### config.mk
export PLATFORM = sky130hd
export DESIGN_NAME = strop_seq
export DESIGN_NICKNAME = d
export VERILOG_FILES = /design/src/rtl/strop_pkg.sv /design/src/rtl/strop_addr.sv /design/src/rtl/strop_step.sv /design/src/rtl/strop_cmp.sv /design/src/rtl/strop_seq.sv
export SDC_FILE = /design/constraint.sdc
export NUM_CORES = 1
export LEC_CHECK = 0
export BUFFER_PORTS_ARGS = -buffer_cell sky130_fd_sc_hd__buf_4
export CAP_MARGIN = 20
export CORE_MARGIN = 2
export CORE_UTILIZATION = 59
export DETAILED_ROUTE_END_ITERATION = 10
export HOLD_SLACK_MARGIN = 0.05
export PLACE_DENSITY = 0.88
export SYNTH_ARGS = -nofsm -noshare
export SYNTH_HDL_FRONTEND = slang
export SYNTH_SLANG_ARGS = --single-unit
### constraint.sdc
create_clock -name clk -period 5.1 [get_ports clk]
set_input_delay 0.255 -clock clk [delete_from_list [all_inputs] [get_ports clk]]
set_output_delay 0.255 -clock clk [all_outputs]
set_load 0.01 [all_outputs]
### src/rtl/strop_pkg.sv
package strop_pkg;

   typedef enum logic [2:0] {
      OP_MOVE  = 3'd0,
      OP_CMP   = 3'd1,
      OP_SCAN  = 3'd2,
      OP_LOAD  = 3'd3,
      OP_STORE = 3'd4
   } str_op_e;

   typedef enum logic [1:0] {
      RP_NONE   = 2'd0,
      RP_EQ     = 2'd1,
      RP_NE     = 2'd2,
      RP_EQ_ALT = 2'd3
   } rep_e;

   typedef enum logic [2:0] {
      S_IDLE,
      S_CHECK,
      S_RD_SRC,
      S_RD_DST,
      S_WR_DST,
      S_STEP,
      S_FIN
   } seq_st_e;

   function automatic logic op_uses_src(input str_op_e op);
      return (op == OP_MOVE) || (op == OP_CMP) || (op == OP_LOAD);
   endfunction

   function automatic logic op_uses_dst(input str_op_e op);
      return (op == OP_MOVE) || (op == OP_CMP) || (op == OP_SCAN) || (op == OP_STORE);
   endfunction

   function automatic logic op_is_test(input str_op_e op);
      return (op == OP_CMP) || (op == OP_SCAN);
   endfunction

   function automatic logic rep_wants_eq(input rep_e r);
      return (r == RP_EQ) || (r == RP_EQ_ALT);
   endfunction

endpackage

### src/rtl/strop_addr.sv
module strop_addr #(
   parameter int SEG_W     = 16,
   parameter int OFF_W     = 16,
   parameter int SEG_SHIFT = 4,
   parameter int ADDR_W    = 20
) (
   input  logic [SEG_W-1:0]  seg,
   input  logic [OFF_W-1:0]  off,
   output logic [ADDR_W-1:0] phys
);
   localparam int BASE_W = SEG_W + SEG_SHIFT;

   logic [BASE_W-1:0] base;

   generate
      if (SEG_SHIFT == 0) begin : g_flat
         assign base = seg;
      end else begin : g_shifted
         assign base = {seg, {SEG_SHIFT{1'b0}}};
      end
   endgenerate

   assign phys = ADDR_W'(base) + ADDR_W'(off);

   initial begin
      AST_ADDR_FITS: assert (ADDR_W <= BASE_W + 1 && ADDR_W >= OFF_W)
         else $error("strop_addr: ADDR_W out of range");
   end
endmodule

### src/rtl/strop_step.sv
module strop_step #(
   parameter int OFF_W     = 16,
   parameter int WIDE_STEP = 2
) (
   input  logic [OFF_W-1:0] ptr,
   input  logic             dir,
   input  logic             wide,
   output logic [OFF_W-1:0] ptr_next
);
   logic [OFF_W-1:0] amount;

   assign amount   = wide ? OFF_W'(WIDE_STEP) : OFF_W'(1);
   assign ptr_next = dir ? (ptr - amount) : (ptr + amount);

   initial begin
      AST_STEP_RANGE: assert (WIDE_STEP >= 2 && WIDE_STEP < (1 << (OFF_W - 1)))
         else $error("strop_step: WIDE_STEP out of range");
   end
endmodule

### src/rtl/strop_cmp.sv
module strop_cmp #(
   parameter int DATA_W = 16
) (
   input  logic [DATA_W-1:0] lhs,
   input  logic [DATA_W-1:0] rhs,
   input  logic              wide,
   output logic              equal
);
   localparam int LANES = DATA_W / 8;

   logic [LANES-1:0] lane_eq;

   genvar g;
   generate
      for (g = 0; g < LANES; g++) begin : g_lane
         assign lane_eq[g] = (lhs[g*8 +: 8] == rhs[g*8 +: 8]);
      end
   endgenerate

   assign equal = wide ? (&lane_eq) : lane_eq[0];

   initial begin
      AST_CMP_LANES: assert (DATA_W % 8 == 0 && LANES >= 2)
         else $error("strop_cmp: DATA_W must be a multiple of 8, at least 16");
   end
endmodule

### src/rtl/strop_seq.sv
module strop_seq
   import strop_pkg::*;
#(
   parameter int SEG_W     = 16,
   parameter int OFF_W     = 16,
   parameter int SEG_SHIFT = 4,
   parameter int ADDR_W    = 20,
   parameter int DATA_W    = 16,
   parameter int CNT_W     = 16
) (
   input  logic              clk,
   input  logic              rst_n,
   input  logic              start,
   input  logic [2:0]        op_i,
   input  logic              wide_i,
   input  logic [1:0]        rep_i,
   input  logic              dir_i,
   input  logic [SEG_W-1:0]  src_seg_i,
   input  logic [SEG_W-1:0]  dst_seg_i,
   input  logic [OFF_W-1:0]  si_i,
   input  logic [OFF_W-1:0]  di_i,
   input  logic [CNT_W-1:0]  cx_i,
   input  logic [DATA_W-1:0] acc_i,
   output logic              mem_req_o,
   output logic              mem_we_o,
   output logic              mem_wide_o,
   output logic [ADDR_W-1:0] mem_addr_o,
   output logic [DATA_W-1:0] mem_wdata_o,
   input  logic [DATA_W-1:0] mem_rdata_i,
   input  logic              mem_ready_i,
   output logic [OFF_W-1:0]  si_o,
   output logic [OFF_W-1:0]  di_o,
   output logic [CNT_W-1:0]  cx_o,
   output logic [DATA_W-1:0] acc_o,
   output logic              zf_o,
   output logic              busy_o,
   output logic              done_o
);
   localparam int WIDE_STEP = DATA_W / 8;
   localparam int HI_W      = DATA_W - 8;

   seq_st_e             st_q, st_d;
   str_op_e             op_q;
   rep_e                rep_q;
   logic                wide_q, dir_q, zf_q;
   logic [SEG_W-1:0]    sseg_q, dseg_q;
   logic [OFF_W-1:0]    si_q, di_q;
   logic [CNT_W-1:0]    cx_q;
   logic [DATA_W-1:0]   acc_q, tmp_q;

   logic [ADDR_W-1:0]   src_addr, dst_addr;
   logic [OFF_W-1:0]    ptr_cur [2];
   logic [OFF_W-1:0]    ptr_nxt [2];
   logic [DATA_W-1:0]   rd_elem, cmp_lhs, acc_loaded;
   logic                elem_eq;
   logic [CNT_W-1:0]    cx_dec;
   logic                is_last;

   // ---------------- address generation ----------------
   strop_addr #(
      .SEG_W(SEG_W), .OFF_W(OFF_W), .SEG_SHIFT(SEG_SHIFT), .ADDR_W(ADDR_W)
   ) u_src_addr (
      .seg(sseg_q), .off(si_q), .phys(src_addr)
   );

   strop_addr #(
      .SEG_W(SEG_W), .OFF_W(OFF_W), .SEG_SHIFT(SEG_SHIFT), .ADDR_W(ADDR_W)
   ) u_dst_addr (
      .seg(dseg_q), .off(di_q), .phys(dst_addr)
   );

   // ---------------- pointer steppers (0 = source, 1 = destination) ----------------
   assign ptr_cur[0] = si_q;
   assign ptr_cur[1] = di_q;

   genvar p;
   generate
      for (p = 0; p < 2; p++) begin : g_ptr
         strop_step #(
            .OFF_W(OFF_W), .WIDE_STEP(WIDE_STEP)
         ) u_step (
            .ptr(ptr_cur[p]), .dir(dir_q), .wide(wide_q), .ptr_next(ptr_nxt[p])
         );
      end
   endgenerate

   // ---------------- element data ----------------
   assign rd_elem    = wide_q ? mem_rdata_i : {{HI_W{1'b0}}, mem_rdata_i[7:0]};
   assign acc_loaded = wide_q ? mem_rdata_i : {acc_q[DATA_W-1:8], mem_rdata_i[7:0]};
   assign cmp_lhs    = (op_q == OP_CMP) ? tmp_q : acc_q;

   strop_cmp #(.DATA_W(DATA_W)) u_cmp (
      .lhs(cmp_lhs), .rhs(mem_rdata_i), .wide(wide_q), .equal(elem_eq)
   );

   // ---------------- loop exit decision ----------------
   assign cx_dec  = cx_q - CNT_W'(1);
   always_comb begin
      is_last = 1'b0;
      if (rep_q == RP_NONE) begin
         is_last = 1'b1;
      end else if (cx_dec == '0) begin
         is_last = 1'b1;
      end else if (op_is_test(op_q)) begin
         if (rep_wants_eq(rep_q) && !zf_q) is_last = 1'b1;
         if ((rep_q == RP_NE) && zf_q)     is_last = 1'b1;
      end
   end

   // ---------------- next state ----------------
   always_comb begin
      st_d = st_q;
      unique case (st_q)
         S_IDLE:   if (start) st_d = S_CHECK;
         S_CHECK: begin
            if ((rep_q != RP_NONE) && (cx_q == '0)) begin
               st_d = S_FIN;
            end else begin
               case (op_q)
                  OP_MOVE, OP_CMP, OP_LOAD: st_d = S_RD_SRC;
                  OP_SCAN:                  st_d = S_RD_DST;
                  OP_STORE:                 st_d = S_WR_DST;
                  default:                  st_d = S_FIN;
               endcase
            end
         end
         S_RD_SRC: begin
            if (mem_ready_i) begin
               case (op_q)
                  OP_MOVE: st_d = S_WR_DST;
                  OP_CMP:  st_d = S_RD_DST;
                  default: st_d = S_STEP;
               endcase
            end
         end
         S_RD_DST: if (mem_ready_i) st_d = S_STEP;
         S_WR_DST: if (mem_ready_i) st_d = S_STEP;
         S_STEP:   st_d = is_last ? S_FIN : S_CHECK;
         S_FIN:    st_d = S_IDLE;
         default:  st_d = S_IDLE;
      endcase
   end

   // ---------------- registers ----------------
   always_ff @(posedge clk or negedge rst_n) begin
      if (!rst_n) begin
         st_q   <= S_IDLE;
         op_q   <= OP_MOVE;
         rep_q  <= RP_NONE;
         wide_q <= 1'b0;
         dir_q  <= 1'b0;
         zf_q   <= 1'b0;
         sseg_q <= '0;
         dseg_q <= '0;
         si_q   <= '0;
         di_q   <= '0;
         cx_q   <= '0;
         acc_q  <= '0;
         tmp_q  <= '0;
      end else begin
         st_q <= st_d;
         case (st_q)
            S_IDLE: begin
               if (start) begin
                  op_q   <= str_op_e'(op_i);
                  rep_q  <= rep_e'(rep_i);
                  wide_q <= wide_i;
                  dir_q  <= dir_i;
                  sseg_q <= src_seg_i;
                  dseg_q <= dst_seg_i;
                  si_q   <= si_i;
                  di_q   <= di_i;
                  cx_q   <= cx_i;
                  acc_q  <= acc_i;
               end
            end
            S_RD_SRC: begin
               if (mem_ready_i) begin
                  tmp_q <= rd_elem;
                  if (op_q == OP_LOAD) acc_q <= acc_loaded;
               end
            end
            S_RD_DST: begin
               if (mem_ready_i) zf_q <= elem_eq;
            end
            S_STEP: begin
               if (op_uses_src(op_q)) si_q <= ptr_nxt[0];
               if (op_uses_dst(op_q)) di_q <= ptr_nxt[1];
               if (rep_q != RP_NONE)  cx_q <= cx_dec;
            end
            default: ;
         endcase
      end
   end

   // ---------------- outputs ----------------
   assign mem_req_o   = (st_q == S_RD_SRC) || (st_q == S_RD_DST) || (st_q == S_WR_DST);
   assign mem_we_o    = (st_q == S_WR_DST);
   assign mem_wide_o  = wide_q;
   assign mem_addr_o  = (st_q == S_RD_SRC) ? src_addr : dst_addr;
   always_comb begin
      if (op_q == OP_STORE)
         mem_wdata_o = wide_q ? acc_q : {{HI_W{1'b0}}, acc_q[7:0]};
      else
         mem_wdata_o = tmp_q;
   end

   assign si_o   = si_q;
   assign di_o   = di_q;
   assign cx_o   = cx_q;
   assign acc_o  = acc_q;
   assign zf_o   = zf_q;
   assign busy_o = (st_q != S_IDLE);
   assign done_o = (st_q == S_FIN);

   // ---------------- assertions ----------------
   initial begin
      AST_PARAM_WIDTHS: assert (DATA_W >= 16 && CNT_W >= 1 && OFF_W >= 2)
         else $error("strop_seq: bad width parameters");
   end

   AST_REQ_HOLD: assert property (@(posedge clk) disable iff (!rst_n)
      (mem_req_o && !mem_ready_i) |=> (mem_req_o && $stable(mem_addr_o) && $stable(mem_we_o)));

   AST_NO_WRITE_ON_TEST: assert property (@(posedge clk) disable iff (!rst_n)
      (busy_o && (op_q == OP_CMP || op_q == OP_SCAN || op_q == OP_LOAD)) |-> !mem_we_o);

   AST_CX_DEC: assert property (@(posedge clk) disable iff (!rst_n)
      (st_q == S_STEP && rep_q != RP_NONE) |=> (cx_o == $past(cx_o) - CNT_W'(1)));

   AST_CX_KEEP: assert property (@(posedge clk) disable iff (!rst_n)
      (st_q == S_STEP && rep_q == RP_NONE) |=> $stable(cx_o));

   AST_ZERO_SKIP: assert property (@(posedge clk) disable iff (!rst_n)
      (st_q == S_CHECK && rep_q != RP_NONE && cx_q == '0) |=> (done_o && !mem_req_o));

   AST_DONE_PULSE: assert property (@(posedge clk) disable iff (!rst_n)
      done_o |=> (!done_o && !busy_o));
endmodule

==> key figures <==
GRT
  • First-pass GRT wire length: 45,100 um
  • Antenna violations before repair: 0
  • Vias in the first global route: a little over 9,000
  • Largest net degree at the start of global routing: about 70
  • GRT Residual Overflow: 0
  • GRT Util Overall: between 30% and 40%

STA
  • Fin crit period: between 3 and 4 ns
  • Setup Skew: about 0.0076 ns
  • Pins over their slew limit: 0
  • Fin crit share: roughly 67%
  • Hold_ws: between 0.05 and 0.06 ns
  • Unrepaired setup endpoints after global routing: false
  • Worst-Margin Slew: 0.949 ns
  • Endpoints failing setup: 0
  • Final Hold Viols: 0
  • Peak Freq: between 200 and 300 MHz
  • Setup TNS: 0 ns
  • Slew margin rel.: between 30% and 40%

Detailed routing
  • DRT Wirelength: roughly 28,000 um
  • Drt drc: 0
  • DR vias/cell: 5.94
  • Vias: ~9,200
  • First-pass iteration count of the detailed router: 5
  • Post-DRT Antenna Nets: 0
  • Initial DRC Count: 731
  • Routed wire per std cell: 17.9 um

Logic synthesis
  • Top cells by count, synth: nand2_1 (264), dfrtp_1 (123), nor2_1 (98)
  • Top_reg_cell synth: dfrtp_1
  • Synth Warn #: 0
  • Yosys cell types: 66
  • EDFF count, synth: 0
  • Yosys top cell area share: between 30% and 40%
  • Gate count of the mapped netlist: around 1,100
  • Synth top area cells: dfrtp_1 (34%), nand2_1 (11%), ha_1 (7.8%)
  • Async SR Flop Fraction: 100%
  • Top-count cell post-synth: nand2_1
  • Leading area contributor after synthesis: dfrtp_1
  • Seq/Total Area, Yosys: about a third
  • Post-Syn Area: 8940 um2
  • Flops & latches, synth: around 120
  • Avg Inst Size Synth: 8.01 um2
  • Syn_nets: about 1,300

Power
  • Internal: between 4 and 5 mW
  • Sequential share of power: a little under a quarter
  • Total Power: a little over 9 mW
  • P_sw: 4.27 mW
  • Clock power frac: a little over an eighth
  • Lkg Pwr: about 5.5 nW
  • Pwr/cell area: 781 nW/um2
  • Comb pwr share: 64.4%
  • Peak VDD IR: around 0.60 mV
  • Sw Share: a little under half

Place
  • Port buffer count: approximately 230
  • Detail Placement HPWL: 18,700 um
  • GP Congestion: approximately 0.92

Cells and area
  • Synth-to-layout area growth: 30.2%
  • Number of inserted diodes: 0
  • Post-Route Utilization: 79.5%
  • Nets: 1,538
  • Fraction of layout instances using a drive strength above 1: ~22%
  • Fill count: around 1,000

Job
  • Max cap viols: 0

Hold path
  • Cell depth of the worst hold path: 3
  • Hold Crit Start: rep_i[0]
  • Worst hold path endpoint: rep_q[0]
  • Hold Crit Class: in -> reg

Floorplanning
  • Num ports: about 230
  • Initial Util: 61.0%
  • Die area: approximately 16,000 um2
  • Total core area: 14,600 um2
  • DIE HEIGHT: roughly 130 um
  • Site Rows: 44
  • DIE WIDTH: 127 um

Worst setup path
  • Nature of the critical path startpoint: flip-flop
  • Worst EP required: 4.85 ns
  • Critical path arrival: around 3.2 ns
  • R2r startpoint: mem_wide_o
  • Crit path max fanout: 4
  • Setup crit start: di_o[4]
  • R2R cell count: 12
  • R2R Setup Slk: 1.86 ns
  • WS Path Type: reg -> out
  • RR Endpoint: si_o[12]
  • Critical path endpoint category: primary output

CTS
  • Clk sinks: 123
  • Worst-path clk slew: 0.05 ns
  • Hold-fix buffers, CTS: 36
  • CTS tree: done
  • Post-CTS Repair Setup Buffers: 0
  • Clock buffer depth: 2
  • Clk Latency, worst-skew pair: around 0.42 ns
  • H-tree Lvls: 4
  • Root Driver: clkbuf_16
  • Num CTS Buffers: 17
  • Cts repair resizes: 0

Status
  • Status: completed
==> logic make-up (layout without fill, tap and decap cells) <==
logic type               Yosys count  in the layout  synth area share [%]
AND/OR/NAND/NOR                  462            462                  22.5
AO/OA/AOI/OAI                    275            275                  18.6
flip-flops                       123            123                  34.4
buffers and inverters             86            337                  4.28
XOR/XNOR                          69             69                  6.76
adder cells (fa/ha/maj)           60             60                  8.74
multiplexers                      40             40                  4.70
==> final cells by class <==
type | instances | area, um2 | share of cell area [%]
inverter | 32 | 120 | 1.03
multi-input combinational | 906 | 5490 | 47.2
tap | 184 | 230 | 1.98
timing repair buffer | 275 | 2150 | 18.5
clock buffer | 23 | 468 | 4.02
clock inverter | 7 | 92.6 | 0.796
sequential | 123 | 3080 | 26.4
==> stage by stage <==
| stage | cells | cell area (um2) | setup WS (ns) |
|---|---|---|---|
| finish | 1550 | 11600 | 1.66 |
| global route | 1550 | 11600 | 1.44 |
| CTS | 1549 | 11600 | 1.64 |
| detailed placement | 1483 | 10700 | 1.93 |
| global placement | 1482 | 10700 | 2.04 |
| floorplan | 1115 | 8940 | 2.06 |
==> cell usage in the layout, fill, tap and decap left out, types with 11 or more instances in the layout <==
cell / count
ha_1: 56
nor3_1: 18
clkbuf_16: 17
nand2_1: 264
mux2_2: 16
inv_1: 32
xor2_1: 30
a21oi_1: 82
nand3_1: 13
or3_1: 11
dfrtp_1: 123
o21ai_0: 81
dlygate4sd3_1: 36
xnor2_1: 39
a31oi_1: 33
nor2_1: 97
buf_4: 239
mux2i_1: 24
==> worst max path at each step <==
stage,cells past startpoint,endpoint,slack (ns)
after floorplan,10,di_o[15],2.06
after global placement,12,si_o[14],2.04
after detailed placement,12,si_o[12],1.93
after CTS,12,mem_addr_o[16],1.64
after global routing,12,mem_addr_o[16],1.44
final,12,mem_addr_o[16],1.66
==> layer usage <==
layer | up-vias | track usage [%] | part of all wire, %
li1 | 4355 | - | -
met1 | 4322 | 41.9 | 39
met2 | 446 | 61.5 | 50
met3 | 84 | 7.04 | 7.3
met4 | 0 | 14.2 | 3.2
met5 | - | 0 | 0
==> worst max-delay path: stages, from the launching register on <==
cell and delay [ns]:
dfrtp_1 0.42, ha_1 0.24, inv_1 0.07, fa_1 0.20, nor2b_1 0.05, o21a_1 0.16
o21ai_0 0.31, a21oi_1 0.16, o31ai_1 0.37, a21oi_1 0.15, o211a_1 0.23, nor3_1 0.22
buf_4 0.16
==> state kept, by name, summed over array words and instances, names as in the netlist <==
signal and count:
acc_o 16, cx_o 16, di_o 16, dir_q 1, dseg_q 16, mem_wide_o 1
op_q 3, rep_q 2, si_o 16, sseg_q 16, st_q 3, tmp_q 16
zf_o 1
==> power groups by stage <==
stage          Sequential [mW]  Combinational (mW)  Clock [mW]
6_report                  2.05                5.85        1.18
5_1_grt                   2.11                6.46        1.23
4_1_cts                   2.03                5.78        1.18
3_5_place_dp              2.03                5.67           0
3_3_place_gp              2.01                5.51           0
2_1_floorplan             1.95                3.88           0
Power figures use the tool's default switching activity.
